$ cat src/rtl/ctlrec_pkg.sv
package ctlrec_pkg;
    // default widths of the control law
    localparam int SMP_W_DEF  = 16;
    localparam int COEF_W_DEF = 16;
    localparam int FRAC_DEF   = 14;
endpackage

$ cat src/rtl/ctlrec_law.sv
module ctlrec_law #(
    parameter int SMP_W  = 16,
    parameter int COEF_W = 16,
    parameter int FRAC   = 14,
    parameter int ACC_W  = SMP_W + COEF_W + 3
) (
    input  logic signed [SMP_W-1:0]  x_now,
    input  logic signed [SMP_W-1:0]  x_prev,
    input  logic signed [SMP_W-1:0]  st_now,
    input  logic signed [COEF_W-1:0] k1,
    input  logic signed [COEF_W-1:0] k2,
    input  logic signed [SMP_W-1:0]  y_prev,
    output logic signed [ACC_W-1:0]  acc
);
    localparam int PAIR_W = SMP_W + 1;
    localparam int P1_W   = PAIR_W + COEF_W;
    localparam int P2_W   = SMP_W + COEF_W;

    logic signed [PAIR_W-1:0] pair;
    logic signed [P1_W-1:0]   prod1, term1;
    logic signed [P2_W-1:0]   prod2, term2;

    always_comb begin
        pair  = {x_now[SMP_W-1], x_now} + {x_prev[SMP_W-1], x_prev};
        prod1 = pair * k1;
        prod2 = st_now * k2;
        term1 = prod1 >>> FRAC;
        term2 = prod2 >>> FRAC;
        acc   = {{(ACC_W-P1_W){term1[P1_W-1]}}, term1}
              + {{(ACC_W-P2_W){term2[P2_W-1]}}, term2}
              + {{(ACC_W-SMP_W){y_prev[SMP_W-1]}}, y_prev};
    end
endmodule

$ cat src/rtl/ctlrec_sat.sv
module ctlrec_sat #(
    parameter int SMP_W = 16,
    parameter int ACC_W = 35
) (
    input  logic signed [ACC_W-1:0] acc,
    output logic signed [SMP_W-1:0] y
);
    localparam logic signed [ACC_W-1:0] HI = {{(ACC_W-SMP_W+1){1'b0}}, {(SMP_W-1){1'b1}}};
    localparam logic signed [ACC_W-1:0] LO = ~HI;

    always_comb begin
        if (acc > HI)      y = HI[SMP_W-1:0];
        else if (acc < LO) y = LO[SMP_W-1:0];
        else               y = acc[SMP_W-1:0];
    end
endmodule

$ cat src/rtl/ctlrec_top.sv
module ctlrec_top
    import ctlrec_pkg::*;
#(
    parameter int SMP_W  = SMP_W_DEF,
    parameter int COEF_W = COEF_W_DEF,
    parameter int FRAC   = FRAC_DEF
) (
    input  logic                     clk,
    input  logic                     rst,
    input  logic                     smp_vld,
    input  logic signed [SMP_W-1:0]  smp_in,
    input  logic signed [SMP_W-1:0]  st_in,
    input  logic signed [COEF_W-1:0] k1_in,
    input  logic signed [COEF_W-1:0] k2_in,
    output logic                     dac_vld,
    output logic signed [SMP_W-1:0]  dac_out
);
    localparam int ACC_W = SMP_W + COEF_W + 3;

    typedef struct packed {
        logic                     cap_v;
        logic signed [SMP_W-1:0]  xn;
        logic signed [SMP_W-1:0]  xp;
        logic signed [SMP_W-1:0]  st;
        logic signed [COEF_W-1:0] k1;
        logic signed [COEF_W-1:0] k2;
        logic                     out_v;
        logic signed [SMP_W-1:0]  y;
    } regs_t;

    regs_t r_d, r_q;
    logic signed [ACC_W-1:0] acc_w;
    logic signed [SMP_W-1:0] y_sat;

    ctlrec_law #(
        .SMP_W (SMP_W),
        .COEF_W(COEF_W),
        .FRAC  (FRAC),
        .ACC_W (ACC_W)
    ) u_law (
        .x_now (r_q.xn),
        .x_prev(r_q.xp),
        .st_now(r_q.st),
        .k1    (r_q.k1),
        .k2    (r_q.k2),
        .y_prev(r_q.y),
        .acc   (acc_w)
    );

    ctlrec_sat #(
        .SMP_W(SMP_W),
        .ACC_W(ACC_W)
    ) u_sat (
        .acc(acc_w),
        .y  (y_sat)
    );

    always_comb begin
        r_d = r_q;
        if (rst) begin
            r_d = '0;
        end else begin
            r_d.cap_v = smp_vld;
            if (smp_vld) begin
                r_d.xp = r_q.xn;
                r_d.xn = smp_in;
                r_d.st = st_in;
                r_d.k1 = k1_in;
                r_d.k2 = k2_in;
            end
            r_d.out_v = r_q.cap_v;
            if (r_q.cap_v) begin
                r_d.y = y_sat;
            end
        end
    end

    always_ff @(posedge clk) begin
        r_q <= r_d;
    end

    assign dac_vld = r_q.out_v;
    assign dac_out = r_q.y;


    prev_delay_chk: assert property (@(posedge clk) disable iff (rst)
        smp_vld |=> (r_q.xp == $past(r_q.xn)));


    hold_input_chk: assert property (@(posedge clk) disable iff (rst)
        !smp_vld |=> ($stable(r_q.xn) && $stable(r_q.xp)));


    hold_feedback_chk: assert property (@(posedge clk) disable iff (rst)
        !r_q.cap_v |=> $stable(dac_out));


    vld_follow_chk: assert property (@(posedge clk) disable iff (rst)
        r_q.cap_v |=> dac_vld);


    vld_quiet_chk: assert property (@(posedge clk) disable iff (rst)
        !r_q.cap_v |=> !dac_vld);


    capture_chk: assert property (@(posedge clk) disable iff (rst)
        smp_vld |=> r_q.cap_v);


    reset_clear_chk: assert property (@(posedge clk)
        rst |=> (dac_out == '0 && !dac_vld && r_q.xp == '0 && !r_q.cap_v));
endmodule

$ cat config.mk
export PLATFORM = sky130hd
export DESIGN_NAME = ctlrec_top
export DESIGN_NICKNAME = d
export VERILOG_FILES = /design/src/rtl/ctlrec_pkg.sv /design/src/rtl/ctlrec_law.sv /design/src/rtl/ctlrec_sat.sv /design/src/rtl/ctlrec_top.sv
export SDC_FILE = /design/constraint.sdc
export NUM_CORES = 2
export LEC_CHECK = 0
export BUFFER_PORTS_ARGS = -buffer_cell sky130_fd_sc_hd__buf_2
export CAP_MARGIN = 20
export CORE_UTILIZATION = 60
export CTS_CLUSTER_DIAMETER = 60
export DETAILED_ROUTE_END_ITERATION = 10
export GPL_ROUTABILITY_DRIVEN = 0
export PLACE_DENSITY = 0.82
export SYNTH_ARGS = -nofsm -noshare
export SYNTH_HDL_FRONTEND = slang
export SYNTH_SLANG_ARGS = --single-unit
$ cat constraint.sdc
create_clock -name clk -period 11.6 [get_ports clk]
set_input_delay 2.32 -clock clk [delete_from_list [all_inputs] [get_ports clk]]
set_output_delay 2.32 -clock clk [all_outputs]
set_load 0.1 [all_outputs]
==> flow_summary.ini <==
[run_status]
status = complete, no violations

[cts]
cts_tree = built
numCtsBuffers = 9
cts_hold_buf = 0
cts_root_buf = clkbuf_16
path_clk_slew_ns = 0.08
cts_max_path_buffers = 2
htreeDepth = 3
cts_num_sinks = 98
insertion_delay_ns = 0.39

[drt]
wl_met3_mm = 3.66
vias = 18051
drt-vias-per-instance = 5.52
met1_length_mm = 21.8
maxUsedRoutingLayer = met4
wl_per_cell_um = 17.0
drc = 0
drt_pass1_iterations = 7
met2_length_mm = 27.9
drt_iter0_drc = 1072
drt_wl_total_mm = 55.5
ant_nets = 0

[power]
ir_worst_vdd_mv = 0.428
p_per_area_nw_per_um2 = 174
cell_internal_pwr_mw = 2.11
combPwrFrac_pct = 81.8
p_seq_share_pct = 10.5
p_sw_share_pct = 54.1
p_clk_share_pct = 7.7
p_switching_mw = 2.49
p_leak_nw = 13.1

[synth]
ys_types = 60
synth_top_cell_area_share_pct = 44.1
synth-seq-cells = 98
yosys_warnings = 0
synth_nets = 3539
syn_area_per_cell_um2 = 9.16
syn_area_um2 = 25000
synth_edf_count = 0
synth-async-reset-ratio_pct = 0
synth_area_leader_cell = fa_1
synth_area_leaders = fa_1 44%, ha_1 9.9%, inv_1 9.6%
ys_seq_area_share_pct = 7.86
synthFlopType = dfxtp_1
netlist_instances = 2725

[timing]
setup_viol = 0
finalCriticalPeriod_ns = 11.22
max_freq_mhz = 89.1
finalCritPeriodShare_pct = 96.7
fin_worst_skew_ns = 0.0112
hold_viol = 0
max_slew_margin_pct = 23.7
tns_ns = 0
tightestPinTransition_ns = 1.14
drv_slew = 0
setup_ws_ns = 0.379

[global_route]
antenna_found_initial = 0
grt_pass1_wl_mm = 92.9
grtUsageTotal_pct = 27.8
grt_max_degree = 60
first_global_vias = 19765
grt_overflow = 0

[worst_setup_path]
worst_ep_arrival_time_ns = 11.54
cp-start-kind = flip-flop
cpMostUsedCell = fa_1
crit_fanout = 9
crit_type = reg2reg
cp_data_required_time_ns = 11.91
worst_setup_path_end_kind = flip-flop
cpMaxStageDelayCell = xnor2_1
slowest_delay_ns = 0.89

[floorplanning]
die_area_um2 = 42400
die_w_um = 206
io_pins = 84
num_rows = 74
start_util_pct = 61.0
die_height_um = 206
coreArea_um2 = 40900

[flow_run]
maxCapViolCount = 0

[cells_and_area]
fillers = 3177
nets = 3550
area_delta_synth_final_pct = 5.76
final_util_pct = 64.5
drive_above_1_share_pct = 7.55
n_antenna_cell = 0

[placement]
hpwlAfterDp_mm = 45.9
pre_cts_slack_ns = -0.117
numPortBuffers = 83

[min_path]
worstHoldPathType = reg2reg
==> metrics by stage <==
stage | instances | hold slack [ns] | instance area (um^2) | total power, mW
CTS | 3256 | 0.505 | 26000 | 4.21
floorplan | 2725 | 0.467 | 25000 | 3.20
finish | 3273 | 0.503 | 26400 | 4.59
detailed placement | 3240 | 0.490 | 25700 | 3.83
global route | 3273 | 0.528 | 26400 | 4.96
global placement | 3240 | 0.480 | 25700 | 3.67
==> critical path, delay by kind of cell (launching register included) <==
family	cells	cell delay [ns]
compound gates	17	3.21
xor+xnor	2	1.12
fa+ha+maj	10	4.28
buf+inv	6	0.57
flops	1	0.34
simple gates	8	1.66
==> kinds of logic after synthesis <==
group | synth area share (%)
buf+inv | 11.8
simple gates | 14.7
fa+ha+maj | 54.1
compound gates | 5.04
flops | 7.86
xor+xnor | 3.33
mux | 3.25
==> state kept, by name, summed over array words and instances, names as in the netlist <==
register and count:
dac_out 16, r_q 81, dac_vld 1
==> Yosys cell counts (3+ instances only) <==
master	n
a21oi_1	57
mux2i_1	80
nand2b_1	30
nor3_1	13
clkbuf_1	104
o211ai_1	6
nand2_1	303
a211oi_1	5
nand3_1	14
a31oi_1	5
xor2_1	24
o21ai_0	15
nor2b_1	23
a311oi_1	3
dfxtp_1	98
and3_1	7
a41oi_1	3
nand4_1	3
o21bai_1	8
nor3_2	11
fa_1	550
a21o_1	30
and2_1	204
o21a_1	8
buf_4	17
inv_1	640
o41ai_1	3
nor2_1	137
a21oi_2	11
ha_1	197
a211o_1	5
o21ai_1	6
xnor2_1	71
==> area by class of cell <==
class	instances	area, um^2	share of cell area (%)
Clock inverter	7	108	0.408
Timing Repair Buffer	123	777	2.94
Multi-Input combinational cell	1864	20300	76.7
Inverter	640	2400	9.10
Clock buffer	9	225	0.853
Sequential cell	98	1960	7.44
Tap cell	532	666	2.52
==> what timing repair did <==
action / 4_1_cts / 5_1_grt
buffers inserted: 0 / 16
cloned: 0 / 1
hold endpoints to repair: 0 / 0
endpoints found under the setup margin: 15 / 15
pin swaps: 0 / 20
resized for setup: 1 / 46
==> metal layers <==
layer	track usage (%)	vias up
li1	-	8054
met5	0	-
met1	34.8	9246
met4	11.9	0
met3	4.48	153
met2	47.6	598
==> final timing paths <==
path / start / to / slack (ns) / depth (start not counted)
worst max-delay path: r_q[82]$_SDFFE_PP0P_ / dac_out[12]$_SDFFE_PP0P_ / 0.38 / 43
worst max register to register: r_q[82]$_SDFFE_PP0P_ / dac_out[12]$_SDFFE_PP0P_ / 0.38 / 43
worst min register to register: dac_out[3]$_SDFFE_PP0P_ / dac_out[3]$_SDFFE_PP0P_ / 0.50 / 2
worst min-delay path: dac_out[3]$_SDFFE_PP0P_ / dac_out[3]$_SDFFE_PP0P_ / 0.50 / 2
==> power groups by stage <==
stage	registers, mW	logic, mW	clock network [mW]
2_1_floorplan	0.417	2.78	0
3_3_place_gp	0.483	3.19	0
3_5_place_dp	0.486	3.35	0
4_1_cts	0.479	3.37	0.361
5_1_grt	0.490	4.10	0.369
6_report	0.483	3.75	0.355
==> placed cells by master, fill, tap and decap left out, types with 66 or more instances in the layout <==
| cell | instances |
|---|---|
| and2_1 | 199 |
| mux2i_1 | 80 |
| inv_1 | 640 |
| nand2_1 | 302 |
| fa_1 | 546 |
| buf_2 | 81 |
| nor2_1 | 137 |
| ha_1 | 194 |
| dfxtp_1 | 97 |
| xnor2_1 | 66 |
Note: power is estimated with default switching activity, not from simulation.
